[src/rtl/ecp_rev_pkg.sv]
package ecp_rev_pkg;
  typedef enum logic [1:0] {
    ST_OFF  = 2'd0,
    ST_IDLE = 2'd1,
    ST_HOLD = 2'd2,
    ST_ACK  = 2'd3
  } rxState_t;

  // strobes from control to datapath
  typedef struct packed {
    logic capture;  // latch periphData into the staging register
    logic load;     // move staging register to output register
    logic tmoRun;   // hostAck high, watchdog counting
    logic errClr;   // clear sticky timeout flag
  } ctrlStb_t;
endpackage

[src/rtl/ecp_rev_dp.sv]
module ecp_rev_dp
  import ecp_rev_pkg::*;
#(
  parameter int DATA_W      = 8,
  parameter int TMO_W       = 16,
  parameter int SYNC_STAGES = 2
) (
  input  logic              clk,
  input  logic              rstN,
  input  logic              periphStrobe,
  input  logic [DATA_W-1:0] periphData,
  input  ctrlStb_t          stb,
  input  logic              rxReady,
  input  logic [TMO_W-1:0]  timeoutLimit,
  output logic              stbHigh,
  output logic              stbFall,
  output logic              outFree,
  output logic [DATA_W-1:0] rxData,
  output logic              rxValid,
  output logic              timeoutErr
);
  localparam logic [TMO_W-1:0] CNT_MAX = {TMO_W{1'b1}};

  logic [SYNC_STAGES-1:0] syncChain;
  logic                   stbPrev;
  logic [DATA_W-1:0]      stageReg;
  logic [TMO_W-1:0]       tmoCnt;

  // synchronizer, resets to the idle (high) level
  always_ff @(posedge clk or negedge rstN) begin
    if (!rstN) begin
      syncChain <= '1;
      stbPrev   <= 1'b1;
    end else begin
      syncChain <= {syncChain[SYNC_STAGES-2:0], periphStrobe};
      stbPrev   <= syncChain[SYNC_STAGES-1];
    end
  end

  assign stbHigh = syncChain[SYNC_STAGES-1];
  assign stbFall = stbPrev & ~syncChain[SYNC_STAGES-1];

  // staging register: byte held between strobe fall and output load
  always_ff @(posedge clk or negedge rstN) begin
    if (!rstN) stageReg <= '0;
    else if (stb.capture) stageReg <= periphData;
  end

  // output register with valid/ready
  assign outFree = ~rxValid | rxReady;

  always_ff @(posedge clk or negedge rstN) begin
    if (!rstN) begin
      rxValid <= 1'b0;
      rxData  <= '0;
    end else if (stb.load) begin
      rxValid <= 1'b1;
      rxData  <= stageReg;
    end else if (rxValid && rxReady) begin
      rxValid <= 1'b0;
    end
  end

  // strobe-return watchdog
  always_ff @(posedge clk or negedge rstN) begin
    if (!rstN) tmoCnt <= '0;
    else if (!stb.tmoRun) tmoCnt <= '0;
    else if (tmoCnt != CNT_MAX) tmoCnt <= tmoCnt + 1'b1;
  end

  always_ff @(posedge clk or negedge rstN) begin
    if (!rstN) timeoutErr <= 1'b0;
    else if (stb.errClr) timeoutErr <= 1'b0;
    else if (stb.tmoRun && !stbHigh && tmoCnt >= timeoutLimit) timeoutErr <= 1'b1;
  end
endmodule

[src/rtl/ecp_rev_ctrl.sv]
module ecp_rev_ctrl
  import ecp_rev_pkg::*;
(
  input  logic     clk,
  input  logic     rstN,
  input  logic     revEn,
  input  logic     stbHigh,
  input  logic     stbFall,
  input  logic     outFree,
  output logic     hostAck,
  output ctrlStb_t stb
);
  rxState_t state, stateNxt;

  always_comb begin
    stateNxt    = state;
    stb         = '0;
    stb.errClr  = ~revEn;
    stb.tmoRun  = (state == ST_ACK);
    if (!revEn) begin
      stateNxt = ST_OFF;
    end else begin
      unique case (state)
        ST_OFF:  if (stbHigh) stateNxt = ST_IDLE;
        ST_IDLE: if (stbFall) begin
                   stb.capture = 1'b1;
                   stateNxt    = ST_HOLD;
                 end
        ST_HOLD: if (outFree) begin
                   stb.load = 1'b1;
                   stateNxt = ST_ACK;
                 end
        ST_ACK:  if (stbHigh) stateNxt = ST_IDLE;
        default: stateNxt = ST_OFF;
      endcase
    end
  end

  always_ff @(posedge clk or negedge rstN) begin
    if (!rstN) state <= ST_OFF;
    else       state <= stateNxt;
  end

  assign hostAck = (state == ST_ACK);
endmodule

[src/rtl/ecp_rev_rx.sv]
module ecp_rev_rx
  import ecp_rev_pkg::*;
#(
  parameter int DATA_W      = 8,
  parameter int TMO_W       = 16,
  parameter int SYNC_STAGES = 2
) (
  input  logic              clk,
  input  logic              rstN,
  input  logic              revEn,
  input  logic              periphStrobe,
  input  logic [DATA_W-1:0] periphData,
  output logic              hostAck,
  input  logic [TMO_W-1:0]  timeoutLimit,
  output logic              timeoutErr,
  output logic [DATA_W-1:0] rxData,
  output logic              rxValid,
  input  logic              rxReady
);
  ctrlStb_t stb;
  logic     stbHigh, stbFall, outFree;

  ecp_rev_ctrl u_ctrl (
    .clk(clk), .rstN(rstN), .revEn(revEn),
    .stbHigh(stbHigh), .stbFall(stbFall), .outFree(outFree),
    .hostAck(hostAck), .stb(stb)
  );

  ecp_rev_dp #(.DATA_W(DATA_W), .TMO_W(TMO_W), .SYNC_STAGES(SYNC_STAGES)) u_dp (
    .clk(clk), .rstN(rstN), .periphStrobe(periphStrobe), .periphData(periphData),
    .stb(stb), .rxReady(rxReady), .timeoutLimit(timeoutLimit),
    .stbHigh(stbHigh), .stbFall(stbFall), .outFree(outFree),
    .rxData(rxData), .rxValid(rxValid), .timeoutErr(timeoutErr)
  );
endmodule

[config.mk]
export PLATFORM = sky130hd
export DESIGN_NAME = ecp_rev_rx
export DESIGN_NICKNAME = d
export VERILOG_FILES = /design/src/rtl/ecp_rev_pkg.sv /design/src/rtl/ecp_rev_dp.sv /design/src/rtl/ecp_rev_ctrl.sv /design/src/rtl/ecp_rev_rx.sv
export SDC_FILE = /design/constraint.sdc
export NUM_CORES = 1
export LEC_CHECK = 0
export BUFFER_PORTS_ARGS = -buffer_cell sky130_fd_sc_hd__buf_2
export CORE_MARGIN = 1.5
export CORE_UTILIZATION = 56
export CTS_CLUSTER_DIAMETER = 60
export DETAILED_ROUTE_END_ITERATION = 8
export GPL_ROUTABILITY_DRIVEN = 0
export PLACE_DENSITY = 0.8
export SYNTH_ARGS = -nofsm -noshare
export SYNTH_HDL_FRONTEND = slang
export SYNTH_HIERARCHICAL = 1
export SYNTH_SLANG_ARGS = --single-unit
export TNS_END_PERCENT = 20
[constraint.sdc]
create_clock -name clk -period 2 [get_ports clk]
set_input_delay 0.2 -clock clk [delete_from_list [all_inputs] [get_ports clk]]
set_output_delay 0.2 -clock clk [all_outputs]
set_load 0.01 [all_outputs]
# [After elaboration in Yosys (flattened, before gate mapping)]
# Index checks and enable logic that the tools add are counted.
[word_totals] regBits=39 input_bits=29 out_inout_bits=11 word_cells=47
[op_classes] n_addsub=1 order_cmp=1 eq_ne=9 muxes=16 n_bitwise=4 reduce_logical=8
[ops] op="2-to-1 mux 16 bit" count=2
[ops] op="adder 16 x 1 -> 16 bit, second input constant" count=1
[ops] op=">= comparator 16 bit" count=1
[ops] op="inequality test 16 bit, second input constant" count=1
[ops] op="2-to-1 mux 2 bit" count=5
[ops] op="2-to-1 mux 1 bit" count=8
[ops] op="inequality test 3 bit, second input constant" count=2
[ops] op="case mux 2 bit (3 select lines)" count=1
[ops] op="== test 2 bit, second input constant" count=2
[ops] op="inequality test 2 x 1 -> 1 bit, second input constant" count=2
[ops] op="logical AND 1 bit" count=3
[ops] op="inequality test 3 x 2 -> 1 bit, second input constant" count=1
[ops] op="AND reduction 3 bit" count=1
[ops] op="== test 2 x 1 -> 1 bit, second input constant" count=1
[ops] op="logical NOT 2 bit" count=1
[ops] op="inverter 1 bit" count=2
[ops] op="nonzero test 2 bit" count=1
[ops] op="OR reduction 2 bit" count=1
[ops] op="AND 1 bit" count=1
[ops] op="logical NOT 1 bit" count=1
[ops] op="OR 1 bit" count=1

# [Depth between registers and ports, before layout]
[depth] depth_word=6 depth_mapped=7

# [Hierarchy]
# The synthesis kept the hierarchy.
[modules_own_cells] mod="ecp_rev_dp" n_inst=1 cells_each=195 area_each_um2=2045.7 seq_area_each_um2=929.6
[modules_own_cells] mod="ecp_rev_ctrl" n_inst=1 cells_each=21 area_each_um2=207.7 seq_area_each_um2=50.0

# [Worst setup path before layout]
# No wires, ideal clock.
[synth_path] path_kind="register to register" start="reg u_ctrl.state[0]" end="reg u_dp.tmoCnt[1]" setup_time_ns=0.120 arrival_ns=1.605 required_ns=1.880 path_slack_ns=0.275 path_stages_with_launch=8 period_less_slack_ns=1.725 path_cell_list="dfrtp_1 -> ha_1 -> buf_4 -> nand2_1 -> nor3_1 -> buf_2 -> nand2_1 -> a31o_2"
[synth_via] elab_chain_cells=2 word_cells_on_any_way=3 classes_between="eq/ne: 2; mux: 1"
[synth_lines] element="start, declared" line_no="ecp_rev_ctrl.sv:13" source="rxState_t state, stateNxt;"
[synth_lines] element="start signal, assigned" line_no="ecp_rev_ctrl.sv:41" source="else state <= stateNxt;"
[synth_lines] element="== test 2 bit *"
[synth_lines] element="named net hostAck" line_no="ecp_rev_rx.sv:13" source="output logic hostAck,"
[synth_lines] element="inequality test 2 x 1 -> 1 bit (no source line) or 2-to-1 mux 16 bit (tied branches)"
[synth_lines] element="end signal, assigned" line_no="ecp_rev_dp.sv:68" source="else if (tmoCnt != CNT_MAX) tmoCnt <= tmoCnt + 1'b1;"
[synth_lines] element="end, declared" line_no="ecp_rev_dp.sv:27" source="logic [TMO_W-1:0] tmoCnt;"
# The timed path passes the listed nets; every way through them passes the cells marked *.
# A chain may end at the register's enable or synchronous reset.

# [Final worst setup path]
[layout_path] start="reg u_dp.tmoCnt[9]" end="reg u_dp.tmoCnt[15]"
[layout_via] elab_chain_cells=3 word_cells_on_any_way=5 classes_between="add/sub: 1; eq/ne: 2; mux: 2"
[layout_lines] element="adder 16 x 1 -> 16 bit" line_no="ecp_rev_dp.sv:68"
[layout_lines] element="2-to-1 mux 16 bit" line_no="ecp_rev_dp.sv:68"
[layout_lines] element="2-to-1 mux 16 bit" line_no="ecp_rev_dp.sv:67" source="else if (!stb.tmoRun) tmoCnt <= '0;"
# Parallel ways exist; a longest one is shown, timed or not. The select of a mux whose other input is x is not followed.

==> impl_metrics.json <==
{
  "synth-seq-cells": 39,
  "synthesis.area_um2": 2250,
  "cap_viol_max_count": 0,
  "drv_slew": 0,
  "p_comb_share_pct": 26.9,
  "overflow": 0,
  "nets": 312,
  "ir_worst_vdd_mv": 0.718,
  "h-tree-depth": 2,
  "port_buffers": 39,
  "core-area_um2": 3770,
  "final_cell_mix": "buf_2, dfrtp_1, inv_1",
  "power.switching_uw": 686,
  "synth-warning-count": 6,
  "worstSetupPathType": "register to register",
  "clock_power_share_pct": 27.5,
  "worstPathCellList": "nand4_1 > buf_4 > nor4_2 > nor4_1 > mux2i_1",
  "reg2reg_slack_ps": 180,
  "first_pass_iters": 4,
  "finalSetupViolations": 0,
  "rsz0062_at_grt": "no",
  "drt-initial-drc-count": 116,
  "slew_headroom_pct": 43.8,
  "placed_area_um2": 2510,
  "grt_max_degree": 40,
  "clk_latency_ps": 290,
  "vias_per_cell": 5.57,
  "status": "completed",
  "drt_drc_violations_left": 0,
  "clk_pin_slew_ps": 80,
  "final_area_um2": 2640,
  "grt_pass1_wl_mm": 7.01,
  "vias": 1733,
  "dieHeight_um": 66.4,
  "dp.final_hpwl_mm": 3.12,
  "clock.fmax_mhz": 550,
  "synth.avg_cell_area_um2": 10.4,
  "cpMaxStageDelayCell": "dfrtp_1",
  "antenna_left": 0,
  "final_common_cell": "buf_2",
  "min_path_type": "primary input to asynchronous set/reset pin",
  "p_per_area_nw_per_um2": 894,
  "cts_tree": "done",
  "cts_max_path_buffers": 2,
  "grt_pass1_vias": 1605,
  "wl_mm": 4.20,
  "synthCells": 216,
  "antenna_found_initial": 0,
  "cp_data_required_time_ps": 2170,
  "leakage_uw": 0.00128,
  "slowest_delay_ps": 500,
  "timing.setup.tns_ps": 0,
  "finalClockSkew_ps": 7.37,
  "pwr-share-seq_pct": 45.6,
  "crit_fanout": 8,
  "die_area_um2": 4410,
  "hold_viol": 0,
  "final_layout_size_suffix_gt1_share_pct": 29.7,
  "cts.sinks": 39,
  "synthDistinctLibCells": 39,
  "worst_pin_slew_ps": 843,
  "swShare_pct": 29.0,
  "min_period_ps": 1820,
  "fin_crit_sh_pct": 91.0,
  "synth.yosys.seq_area_share_pct": 43.5,
  "postCtsSetupRepairBufs": 0,
  "cp.arrival_ps": 1990,
  "die_w_um": 66.4,
  "final_util_pct": 70.1,
  "rows": 22,
  "cts_root_buffer": "clkbuf_8",
  "intPower_uw": 1680,
  "cp-start-kind": "register",
  "synth_fp_nets": 266,
  "wl_per_cell_um": 13.5,
  "cts_buffers": 5,
  "syn_to_final_growth_pct": 17.3,
  "num_io_pins": 40,
  "insertedDiodeCount": 0,
  "start_util_pct": 59.8,
  "track_usage_pct": 21.3,
  "end_kind": "register"
}
-- worst max-delay path, delay by kind of cell, from the launching register on --
kind          cells  cell delay (ps)
simple gates      3              830
flops             1              500
buf+inv           1              200
mux               1              150
-- timing repair --
action	CTS	global route
hold endpoints to repair	0	1
resized for setup	0	1
hold buffers	0	1
setup endpoints to repair	0	6
-- cells in the mapped netlist --
cell type | instances | share of area [%]
nor4_1 | 2 | 0.56
dfrtp_1 | 36 | 40
and3_1 | 3 | 0.83
o21ai_0 | 9 | 2.0
nor2_1 | 3 | 0.50
a31o_2 | 1 | 0.39
clkbuf_1 | 3 | 0.50
nand4_1 | 5 | 1.4
clkinv_1 | 1 | 0.17
nand2b_1 | 9 | 2.5
nand3_4 | 1 | 0.78
nand2b_4 | 3 | 1.8
a41o_1 | 1 | 0.44
mux2_2 | 16 | 8.0
nand3_1 | 5 | 1.1
o21bai_1 | 2 | 0.67
a211oi_1 | 1 | 0.33
or3_1 | 2 | 0.56
nand2_1 | 19 | 3.2
nor3b_1 | 1 | 0.33
o311a_1 | 1 | 0.44
dfstp_2 | 3 | 3.5
buf_4 | 1 | 0.33
a21oi_1 | 14 | 3.1
o211ai_1 | 1 | 0.33
and4_4 | 1 | 0.50
nor2b_1 | 1 | 0.28
inv_1 | 22 | 3.7
a221o_1 | 1 | 0.44
nor3_1 | 2 | 0.44
nor4_2 | 1 | 0.56
a311oi_1 | 1 | 0.39
and4_1 | 4 | 1.6
buf_2 | 1 | 0.22
o31ai_1 | 3 | 1.0
mux2i_1 | 7 | 3.1
ha_1 | 21 | 12
a31oi_1 | 4 | 1.1
or4_1 | 4 | 1.3
-- stage by stage --
step / total power (uW) / hold WS [ps] / instances / setup WS [ps]
2_1_floorplan: 1510 / -95.6 / 216 / 275
3_3_place_gp: 1700 / 316 / 302 / 212
3_5_place_dp: 1740 / 316 / 302 / 148
4_1_cts: 2390 / 0.0810 / 310 / 145
5_1_grt: 2500 / 92.4 / 311 / 54.7
6_report: 2360 / 15.8 / 311 / 180
-- final timing paths --
kind	start	endpoint	cells after the start
min	rstN	u_dp/tmoCnt[12]	1
min reg2reg	u_dp/syncChain[0]	u_dp/syncChain[1]	0
max in group asynchronous	rstN	u_ctrl/state[0]	1
min in group clk	periphData[2]	u_dp/stageReg[2]	2
max	u_dp/tmoCnt[9]	u_dp/tmoCnt[15]	5
max reg2reg	u_dp/tmoCnt[9]	u_dp/tmoCnt[15]	5
-- routing by layer --
metal,up-vias,global-route usage [%],wire length (um)
li1,869,-,-
met3,5,4.09,152
met5,-,0,0
met2,34,35.9,2120
met4,0,7.65,49
met1,825,27.3,1880
-- logic make-up (layout without fill, tap and decap cells) --
kind of cell	count (synthesis)	in the layout	share of synthesized area, %
flops	39	39	43.5
fa+ha+maj	21	21	11.7
buf+inv	28	75	4.89
compound gates	39	39	10.7
mux	23	23	11.1
simple gates	66	66	18.2
-- sequential cells by signal, indices dropped and copies added, names as in the netlist --
name	count
u_ctrl/state	2
u_dp/timeoutErr	1
u_dp/rxData	8
u_dp/tmoCnt	16
u_dp/stbPrev	1
u_dp/syncChain	2
u_dp/stageReg	8
u_dp/rxValid	1
-- layout make-up --
cell class                      count  area [um^2]
Clock buffer                        5         68.8
Clock inverter                      3         43.8
Fill cell                         311         1130
Inverter                           23         86.3
Multi-Input combinational cell    149         1170
Sequential cell                    39          980
Tap cell                           48         60.1
Timing Repair Buffer               44          235
-- power by group through the flow --
stage	sequential (uW)	clock [uW]	combinational, uW
after floorplan	1110	0	403
after global placement	1080	0	619
after detailed placement	1090	0	642
after CTS	1080	664	646
after global routing	1100	699	707
final	1080	650	636
(Power assumes the default switching activity.)
